[src/rtl/rdseq_pkg.sv]
package rdseq_pkg;

    typedef enum logic [2:0] {
        S_IDLE,
        S_SCAN,
        S_DRAIN,
        S_WAIT,
        S_SUM,
        S_FLUSH
    } seq_state_e;

    // Clamped addition on operands up to 16 bits wide.
    function automatic logic [15:0] sat_add16(input logic [15:0] a,
                                              input logic [15:0] b,
                                              input logic [15:0] lim);
        logic [16:0] s;
        s = {1'b0, a} + {1'b0, b};
        return (s > {1'b0, lim}) ? lim : s[15:0];
    endfunction

endpackage

[src/rtl/rdseq_ordcnt.sv]
module rdseq_ordcnt #(
    parameter int W        = 45,
    parameter int H        = 45,
    parameter bit COLMAJOR = 1'b0
) (
    input  logic                       clk,
    input  logic                       rst,
    input  logic                       clr,
    input  logic                       step,
    output logic [$clog2(W*H)-1:0]     addr,
    output logic                       last
);
    localparam int N  = W * H;
    localparam int AW = $clog2(N);
    localparam logic [AW-1:0] LAST_A = AW'(N - 1);

    assign last = (addr == LAST_A);

    generate
        if (!COLMAJOR) begin : g_row
            always_ff @(posedge clk) begin
                if (rst || clr)  addr <= '0;
                else if (step)   addr <= last ? '0 : addr + AW'(1);
            end


            row_step_chk: assert property (@(posedge clk) disable iff (rst)
                (step && !clr && !last) |=> (addr == $past(addr) + AW'(1)));
        end else begin : g_col
            localparam int RW = (H > 1) ? $clog2(H) : 1;
            localparam int CW = (W > 1) ? $clog2(W) : 1;
            localparam logic [RW-1:0] ROW_MAX = RW'(H - 1);
            localparam logic [CW-1:0] COL_MAX = CW'(W - 1);
            logic [RW-1:0] row;
            logic [CW-1:0] col;

            always_ff @(posedge clk) begin
                if (rst || clr) begin
                    addr <= '0;
                    row  <= '0;
                    col  <= '0;
                end else if (step) begin
                    if (row == ROW_MAX) begin
                        row <= '0;
                        if (col == COL_MAX) begin
                            col  <= '0;
                            addr <= '0;
                        end else begin
                            col  <= col + CW'(1);
                            addr <= AW'(col) + AW'(1);
                        end
                    end else begin
                        row  <= row + RW'(1);
                        addr <= addr + AW'(W);
                    end
                end
            end


            col_stride_chk: assert property (@(posedge clk) disable iff (rst)
                (step && !clr && row != ROW_MAX) |=> (addr == $past(addr) + AW'(W)));

            col_wrap_chk: assert property (@(posedge clk) disable iff (rst)
                (step && !clr && row == ROW_MAX && !last) |=> (row == '0 && addr == AW'(col)));
        end
    endgenerate

endmodule

[src/rtl/rdseq_fsm.sv]
module rdseq_fsm
    import rdseq_pkg::*;
(
    input  logic       clk,
    input  logic       rst,
    input  logic       blur_go,
    input  logic       sum_go,
    input  logic       rd_last,
    input  logic       x_fin,
    input  logic       y_fin,
    input  logic       wr_last,
    output seq_state_e state,
    output logic       x_full,
    output logic       y_full,
    output logic       blur_done,
    output logic       upd_done
);
    always_ff @(posedge clk) begin
        if (rst) begin
            state     <= S_IDLE;
            x_full    <= 1'b0;
            y_full    <= 1'b0;
            blur_done <= 1'b0;
            upd_done  <= 1'b0;
        end else begin
            blur_done <= 1'b0;
            upd_done  <= 1'b0;
            if (x_fin) x_full <= 1'b1;
            if (y_fin) y_full <= 1'b1;
            unique case (state)
                S_IDLE: if (blur_go) begin
                    state  <= S_SCAN;
                    x_full <= 1'b0;
                    y_full <= 1'b0;
                end
                S_SCAN:  if (rd_last) state <= S_DRAIN;
                S_DRAIN: if (x_full && y_full) begin
                    state     <= S_WAIT;
                    blur_done <= 1'b1;
                end
                S_WAIT:  if (sum_go) state <= S_SUM;
                S_SUM:   if (rd_last) state <= S_FLUSH;
                S_FLUSH: if (wr_last) begin
                    state    <= S_IDLE;
                    upd_done <= 1'b1;
                end
                default: state <= S_IDLE;
            endcase
        end
    end


    blur_pulse_chk: assert property (@(posedge clk) disable iff (rst)
        blur_done |=> !blur_done);

    upd_pulse_chk: assert property (@(posedge clk) disable iff (rst)
        upd_done |=> !upd_done);

    sum_gate_chk: assert property (@(posedge clk) disable iff (rst)
        (state == S_IDLE || state == S_SCAN || state == S_DRAIN) |=> (state != S_SUM));

    busy_go_chk: assert property (@(posedge clk) disable iff (rst)
        (state == S_WAIT && blur_go && !sum_go) |=> (state == S_WAIT));

endmodule

[src/rtl/rdseq_sumpipe.sv]
module rdseq_sumpipe
    import rdseq_pkg::*;
#(
    parameter int AW = 11,
    parameter int DW = 8
) (
    input  logic          clk,
    input  logic          rst,
    input  logic          rd_en,
    input  logic [AW-1:0] rd_addr,
    input  logic [DW-1:0] x_rd,
    input  logic [DW-1:0] y_rd,
    output logic          wv,
    output logic [AW-1:0] waddr,
    output logic [DW-1:0] wdata
);
    localparam logic [15:0] MAXV = 16'((1 << DW) - 1);

    typedef struct packed {
        logic          v;
        logic [AW-1:0] a;
    } rd_tag_t;

    rd_tag_t tag_q;

    always_ff @(posedge clk) begin
        if (rst) begin
            tag_q <= '0;
            wv    <= 1'b0;
            waddr <= '0;
            wdata <= '0;
        end else begin
            tag_q <= '{v: rd_en, a: rd_addr};
            wv    <= tag_q.v;
            waddr <= tag_q.a;
            wdata <= DW'(sat_add16(16'(x_rd), 16'(y_rd), MAXV));
        end
    end


    sum_floor_chk: assert property (@(posedge clk) disable iff (rst)
        tag_q.v |=> (wdata >= $past(x_rd) && wdata >= $past(y_rd)));

endmodule

[src/rtl/rd_update_seq.sv]
module rd_update_seq
    import rdseq_pkg::*;
#(
    parameter int W  = 45,
    parameter int H  = 45,
    parameter int DW = 8
) (
    input  logic                     clk,
    input  logic                     rst,
    input  logic                     blur_go,
    input  logic                     sum_go,
    output logic                     blur_done,
    output logic                     upd_done,
    output logic                     main_a_re,
    output logic                     main_a_we,
    output logic [$clog2(W*H)-1:0]   main_a_addr,
    output logic [DW-1:0]            main_a_wdata,
    output logic                     main_b_re,
    output logic [$clog2(W*H)-1:0]   main_b_addr,
    input  logic                     xf_vld,
    input  logic [DW-1:0]            xf_data,
    input  logic                     yf_vld,
    input  logic [DW-1:0]            yf_data,
    output logic                     xbuf_we,
    output logic [$clog2(W*H)-1:0]   xbuf_addr,
    output logic [DW-1:0]            xbuf_wdata,
    output logic                     ybuf_we,
    output logic [$clog2(W*H)-1:0]   ybuf_addr,
    output logic [DW-1:0]            ybuf_wdata,
    output logic                     buf_re,
    output logic [$clog2(W*H)-1:0]   buf_raddr,
    input  logic [DW-1:0]            xbuf_rdata,
    input  logic [DW-1:0]            ybuf_rdata
);
    localparam int N  = W * H;
    localparam int AW = $clog2(N);
    localparam logic [AW-1:0] LAST_A = AW'(N - 1);
    // Counter slots: 0 row read, 1 column read, 2 x buffer write, 3 y buffer write
    localparam int       NCNT    = 4;
    localparam bit [3:0] ORD_COL = 4'b1010;

    seq_state_e    state;
    logic          x_full, y_full;
    logic          in_blur, in_sum, x_acc, y_acc;
    logic [NCNT-1:0] cnt_step, cnt_last;
    logic [AW-1:0] cnt_addr [NCNT];
    logic          clr;
    logic          wv;
    logic [AW-1:0] waddr;
    logic [DW-1:0] wdata;

    assign in_blur = (state == S_SCAN) || (state == S_DRAIN);
    assign in_sum  = (state == S_SUM) || (state == S_FLUSH);
    assign x_acc   = in_blur && xf_vld && !x_full;
    assign y_acc   = in_blur && yf_vld && !y_full;
    assign clr     = (state == S_IDLE) && blur_go;

    assign cnt_step[0] = (state == S_SCAN) || (state == S_SUM);
    assign cnt_step[1] = (state == S_SCAN);
    assign cnt_step[2] = x_acc;
    assign cnt_step[3] = y_acc;

    generate
        for (genvar g = 0; g < NCNT; g++) begin : g_cnt
            rdseq_ordcnt #(.W(W), .H(H), .COLMAJOR(ORD_COL[g])) u_cnt (
                .clk  (clk),
                .rst  (rst),
                .clr  (clr),
                .step (cnt_step[g]),
                .addr (cnt_addr[g]),
                .last (cnt_last[g])
            );
        end
    endgenerate

    rdseq_fsm u_fsm (
        .clk       (clk),
        .rst       (rst),
        .blur_go   (blur_go),
        .sum_go    (sum_go),
        .rd_last   (cnt_last[0]),
        .x_fin     (x_acc && cnt_last[2]),
        .y_fin     (y_acc && cnt_last[3]),
        .wr_last   (wv && waddr == LAST_A),
        .state     (state),
        .x_full    (x_full),
        .y_full    (y_full),
        .blur_done (blur_done),
        .upd_done  (upd_done)
    );

    rdseq_sumpipe #(.AW(AW), .DW(DW)) u_sum (
        .clk     (clk),
        .rst     (rst),
        .rd_en   (state == S_SUM),
        .rd_addr (cnt_addr[0]),
        .x_rd    (xbuf_rdata),
        .y_rd    (ybuf_rdata),
        .wv      (wv),
        .waddr   (waddr),
        .wdata   (wdata)
    );

    // Registered buffer writes
    always_ff @(posedge clk) begin
        if (rst) begin
            xbuf_we    <= 1'b0;
            xbuf_addr  <= '0;
            xbuf_wdata <= '0;
            ybuf_we    <= 1'b0;
            ybuf_addr  <= '0;
            ybuf_wdata <= '0;
        end else begin
            xbuf_we    <= x_acc;
            xbuf_addr  <= cnt_addr[2];
            xbuf_wdata <= xf_data;
            ybuf_we    <= y_acc;
            ybuf_addr  <= cnt_addr[3];
            ybuf_wdata <= yf_data;
        end
    end

    assign main_a_re    = (state == S_SCAN);
    assign main_b_re    = (state == S_SCAN);
    assign main_b_addr  = cnt_addr[1];
    assign main_a_we    = wv;
    assign main_a_wdata = wdata;
    assign main_a_addr  = in_sum ? waddr : cnt_addr[0];
    assign buf_re       = (state == S_SUM);
    assign buf_raddr    = cnt_addr[0];


    wb_addr_chk: assert property (@(posedge clk) disable iff (rst)
        main_a_we |-> (main_a_addr == $past(buf_raddr, 2) && $past(buf_re, 2)));

    pass_excl_chk: assert property (@(posedge clk) disable iff (rst)
        !(buf_re && (main_a_re || xbuf_we || ybuf_we)));

    ports_pair_chk: assert property (@(posedge clk) disable iff (rst)
        main_a_re == main_b_re);

endmodule

[config.mk]
export PLATFORM = sky130hd
export DESIGN_NAME = rd_update_seq
export DESIGN_NICKNAME = d
export VERILOG_FILES = /design/src/rtl/rdseq_pkg.sv /design/src/rtl/rdseq_ordcnt.sv /design/src/rtl/rdseq_fsm.sv /design/src/rtl/rdseq_sumpipe.sv /design/src/rtl/rd_update_seq.sv
export SDC_FILE = /design/constraint.sdc
export NUM_CORES = 1
export LEC_CHECK = 0
export ABC_AREA = 0
export CAP_MARGIN = 10
export CORE_MARGIN = 2
export CORE_UTILIZATION = 43
export CTS_CLUSTER_DIAMETER = 40
export DETAILED_ROUTE_END_ITERATION = 12
export DONT_BUFFER_PORTS = 1
export PLACE_DENSITY = 0.58
export SYNTH_ARGS = -nofsm -noshare
export SYNTH_HDL_FRONTEND = slang
export SYNTH_SLANG_ARGS = --single-unit
[constraint.sdc]
create_clock -name clk -period 2 [get_ports clk]
set_input_delay 0.4 -clock clk [delete_from_list [all_inputs] [get_ports clk]]
set_output_delay 0.4 -clock clk [all_outputs]
set_load 0.1 [all_outputs]
After elaboration in Yosys (flattened, before gate mapping):

Index checks and enable logic that the tools add are counted.

* bits in registers: 147
* input port bits: 38
* logic and storage cells: 105

* add/sub/neg operators: 11
* $lt $le $gt $ge: 1
* equal/unequal tests: 19
* multiplexer cells: 27
* bitwise logic cells: 2
* reduce and logical (&&, ||, !) cells: 21

Operator list (number)
* $mux 11: 7
* $eq 11x11->1 const B: 4
* $add 6x1->6 const B: 4
* $eq 6x6->1 const B: 4
* $mux 6: 4
* $add 11x1->11 const B: 2
* $add 11x6->11 const B: 2
* $mux 3: 6
* $pmux 3 s6: 1
* $add 6x1->7 const B: 2
* $add 8x8->9: 1
* $gt 9x8->1 const B: 1
* $logic_and 1x1->1: 9
* $mux 1: 8
* $mux 8: 1
* $eq 3x2->1 const B: 2
* $eq 3x3->1 const B: 2
* $ne 2x1->1 const B: 3
* $ne 2x2->1 const B: 3
* $reduce_and 6->1: 1
* $logic_or 1x1->1: 4
* $reduce_and 2->1: 2
* $reduce_or 2->1: 2
* $eq 3x1->1 const B: 1
* other kinds (3): 5

Logic depth before layout (Yosys ltp):

* word-level depth: 8
* depth in mapped cells: 8
* mapped depth without buffers: 7

Cells and area by module:

A second synthesis with hierarchy kept.

* cell total of the unflattened synthesis: 676
* area total of the unflattened synthesis: 6538.8 µm²

Modules (own cells, without submodules)
* rdseq_ordcnt (g_cnt[1].u_cnt ...): times used 2, cells each 150, area an instance 1281.2 µm², seq. area each 460.4 µm²
* rd_update_seq: times used 1, cells each 115, area an instance 1360.1 µm², seq. area each 800.8 µm²
* rdseq_sumpipe: times used 1, cells each 107, area an instance 1187.4 µm², seq. area each 640.6 µm²
* rdseq_ordcnt (g_cnt[0].u_cnt ...): times used 2, cells each 61, area an instance 556.8 µm², seq. area each 220.2 µm²
* rdseq_fsm: times used 1, cells each 32, area an instance 315.3 µm², seq. area each 140.1 µm²

Worst setup path before layout:

OpenSTA, ideal clock, no wires.

* kind: reg2out
* start: register u_fsm.state[1]
* end: output main_a_addr[1]
* arrival time: 3.199 ns
* required time: 1.600 ns
* path slack: -1.599 ns
* cell stages (with the launch flop): 6
* buffers on the path: 3
* cell sequence: dfxtp_1 clkbuf_1 nor2b_1 clkbuf_1 clkbuf_1 o21ai_0

* cells in the longest elaborated chain, start to end: 3

RTL lines
* start, declared: RTL line rdseq_fsm.sv:12 `output seq_state_e state,`
* start signal, assigned: RTL line rdseq_fsm.sv:20 `state <= S_IDLE;`
* start signal, assigned: RTL line rdseq_fsm.sv:32 `state <= S_SCAN;`
* start signal, assigned: RTL line rdseq_fsm.sv:36 `S_SCAN: if (rd_last) state <= S_DRAIN;`
* $eq 3x3->1: RTL line rd_update_seq.sv:53 `assign in_sum = (state == S_SUM) || (state == S_FLUSH);`
* $logic_or 1x1->1 *: RTL line rd_update_seq.sv:53
* $mux 11 *: RTL line rd_update_seq.sv:128 `assign main_a_addr = in_sum ? waddr : cnt_addr[0];`
* end, declared: RTL line rd_update_seq.sv:16 `output logic [$clog2(W*H)-1:0] main_a_addr,`

Every way passes the cells marked *; elsewhere a longest branch is shown, timed or not.

Final worst setup path:

* start: register u_fsm.state[2]
* end: output main_a_addr[0]

Same word-level chain as after synthesis.

==> run summary <==
The endpoint type of the worst setup path is an output port. The final worst clock skew came out at 8.37 ps. The final-report setup violation count came out at 0.

Of the synthesized area, sequential elements account for 0.467. Across every metal layer, demand over resource in global routing totals 0.183. The global routing met1 resource utilization is 0.237. The top cell types in the final layout, fill and taps aside, are 145 x dfxtp_1, 104 x buf_4, 66 x nor2_1.

The initial utilization of the core area, before any placement, comes to 0.437. The final layout net count came out at 866. The maximum fanout along the worst path is 7. The number of clock sinks seen by CTS is 147. The clock reaches the later pin of the worst-skew pair after 420 ps. The site row count came out at 44. Leaving out fill and tap cells, the most frequent cell in the layout is dfxtp_1. The number of buffers inserted by port buffering is 0. The maximum clock frequency is 511 MHz. The detailed router placed 5184 vias in this run. The total leakage power is 3.33 nW. The worst setup path startpoint is u_fsm.state[2]. The launching element type of the critical path is a register. The share of flip-flops with an asynchronous set or reset after synthesis is 0. In the final routed layout, each cell accounts on average for 14.1 µm.

The share of the clock period used by the worst path after layout is 0.979. The type of the worst min-delay path is in -> reg. The final max-slew violation count is 0. Sorting the synthesized cells by area gives the leading types as dfxtp_1 47%, nor2b_1 6.0%, ha_1 4.6%. The number of fill cells in the layout is 1252. The clock-pin transition on the worst setup and hold timing paths is 60 ps. The synthesized net count is 772. The number of top-level pins is 125. The number of global-route vias before repair came out at 5000.

The worst setup margin came out at 41.5 ps. The number of synthesized flops with an enable pin came out at 0. The area fraction of the dominant cell type after synthesis came out at 0.467. The quantity of hold-fixing buffers added after cts came out at 0. Data arrives at the worst endpoint at 1560 ps. The initial antenna violation count came to 0. The count of antenna-violating nets left after detailed routing is 0.

Walking the worst path, the cells encountered are buf_6 > nor2b_4 > clkbuf_16 > o21ai_4 > buf_12. The worst register-to-register path begins at u_fsm.state[2]. After detailed routing, the number of remaining DRC violations is 0. The synthesized design spends more area on one cell type than any other, namely dfxtp_1. The power per standard cell area is 965 nW/µm². Timing analysis after detailed placement gives a worst setup slack of -106 ps. The maximum number of pins on one net before global-route repair came out at 82.

The vias per cell came out at 5.18. Synthesis produced 710 cells. The placed wire-length estimate after detailed placement is 9.92 mm. The most used flip-flop cell after synthesis is dfxtp_1. The mapped cell area came out at 6300 µm². The die covers 15600 µm². The initial detailed-routing violation count came out at 221. The synthesis-to-finish area growth is 31.0%. The actual transition at the worst max-transition pin came out at 564 ps. The average cell area after synthesis is 8.87 µm². In the global route stage, met3 resource usage came out at 0.0561. The flow ran to the end, and the final reports show no timing, DRC or antenna violations. The slowest stage of the critical path belongs to the cell dfxtp_2.

The first-pass detailed-route iteration total came out at 4. The number of warnings reported in the yosys synthesis log came out at 0. The x dimension of the die is 125 µm.

The fraction of final layout cells with drive strength greater than 1 came out at 0.235. The peak per-stage delay on the critical path came out at 320 ps. For met2 alone, demand over resource in global routing was 0.290. The final core utilization is 0.572. TritonCTS built the clock tree. The H-tree was split into 4 levels. The antenna diode count came out at 0. The count of cell types in the netlist is 52. Synthesis inferred 147 register bits. The wire length of the first global-routing pass came out at 23.6 mm. The placeable core region came out at 14400 µm². The required time at the endpoint of the critical path is 1600 ps. The time the worst path needs with I/O delays and setup is 1960 ps. The worst slew slack as a fraction of its limit is 0.614. Setup repair after global routing could not meet its margin everywhere. After global routing, the most crowded layer is met2. Max-cap violations in this run came to 0. The CTS buffer count came out at 17.

Routability-driven placement finished with a final weighted congestion of 0.837. The design draws 7.96 mW. The longest clock path from root to sink contains 2 buffers. The start point of the worst hold path is rst. Clock tree synthesis selected as its root buffer the cell clkbuf_16.

The vertical die dimension is 125 µm. The final layout contains routed wiring with a total length of 14.1 mm. The peak supply drop is 0.000639 V. The global-route congestion overflow total is 0. The total count of hold-check failures in the final report is 0. The critical path in this run is classified as reg -> out.
## layout make-up
cell class / count / area, µm² / share of cell area
Clock buffer: 24 / 482 / 0.0584
Sequential cell: 147 / 2950 / 0.357
Inverter: 18 / 80.1 / 0.00971
Timing Repair Buffer: 126 / 1210 / 0.147
Clock inverter: 8 / 101 / 0.0123
Multi-Input combinational cell: 494 / 3200 / 0.387
Tap cell: 184 / 230 / 0.0279
## critical path, delay by kind of cell (launching register included)
| family | cells | cell delay, ps |
|---|---|---|
| buffers and inverters | 3 | 490 |
| flip-flops | 1 | 320 |
| AO/OA/AOI/OAI | 1 | 200 |
| AND/OR/NAND/NOR | 1 | 140 |
## metrics by stage
| stage | instances | instance area [µm²] | TNS (ps) | hold slack [ps] |
|---|---|---|---|---|
| floorplan | 710 | 6410 | -5.65 | 414 |
| global placement | 957 | 7370 | -43.5 | 417 |
| detailed placement | 957 | 7370 | -750 | 424 |
| CTS | 996 | 8110 | 0 | 33.4 |
| global route | 1001 | 8250 | -41.4 | 32.4 |
| finish | 1001 | 8250 | 0 | 50.6 |
## Yosys cell counts (13+ instances only)
cell type  count
nor2b_1       60
xor2_1        30
nor2_1        67
nand4_1       18
clkbuf_1      24
dfxtp_1      147
buf_4         24
inv_1         17
nand3_1       24
ha_1          23
xnor2_1       19
nand2_1       70
nor3_1        19
o21ai_0       13
a21oi_1       49
## final timing paths
| kind | end | slack [ps] | cells past startpoint |
|---|---|---|---|
| min reg2reg | u_sum.waddr[10] | 440 | 1 |
| min | xbuf_wdata[5] | 50 | 1 |
| max | main_a_addr[0] | 40 | 5 |
| max reg2reg | g_cnt[1].u_cnt.g_col.col[4] | 100 | 5 |
## logic make-up after synthesis
group	count (synthesis)	synth area share
AND/OR/NAND/NOR	307	0.251
flip-flops	147	0.467
adder cells (fa/ha/maj)	24	0.0489
multiplexers	2	0.00318
AO/OA/AOI/OAI	112	0.106
buffers and inverters	69	0.0560
XOR/XNOR	49	0.0681
## sequential cells by signal, summed over array words and instances (netlist names)
signal and cells:
g_cnt.u_cnt.addr 44, ybuf_addr 11, u_fsm.x_full 1, u_fsm.state 3
xbuf_we 1, xbuf_wdata 8, u_sum.waddr 11, g_cnt.u_cnt.g_col.col 12
xbuf_addr 11, u_sum.tag_q 12, u_fsm.y_full 1, g_cnt.u_cnt.g_col.row 12
u_sum.wdata 8, ybuf_we 1, ybuf_wdata 8, u_sum.wv 1
u_fsm.blur_done 1, u_fsm.upd_done 1
## routing by layer
metal  vias to the layer above  share of wire
li1                       2589              -
met1                      2466           0.47
met2                       110           0.47
met3                        19          0.047
met4                         0          0.016
met5                         -              0
## repair_timing
item,in CTS,in global routing
pin swaps,1,4
buffers inserted,6,4
endpoints found under the setup margin,14,21
gates cloned,1,1
gates resized for setup,21,25
## power by group
part / switching [mW] / total [mW] / leakage (nW) / internal, mW
Clock: 1.17 / 3.11 / 0.276 / 1.93
Combinational: 1.18 / 1.74 / 1.86 / 0.560
Sequential: 0.0745 / 3.11 / 1.19 / 3.04
(Power assumes the default switching activity.)
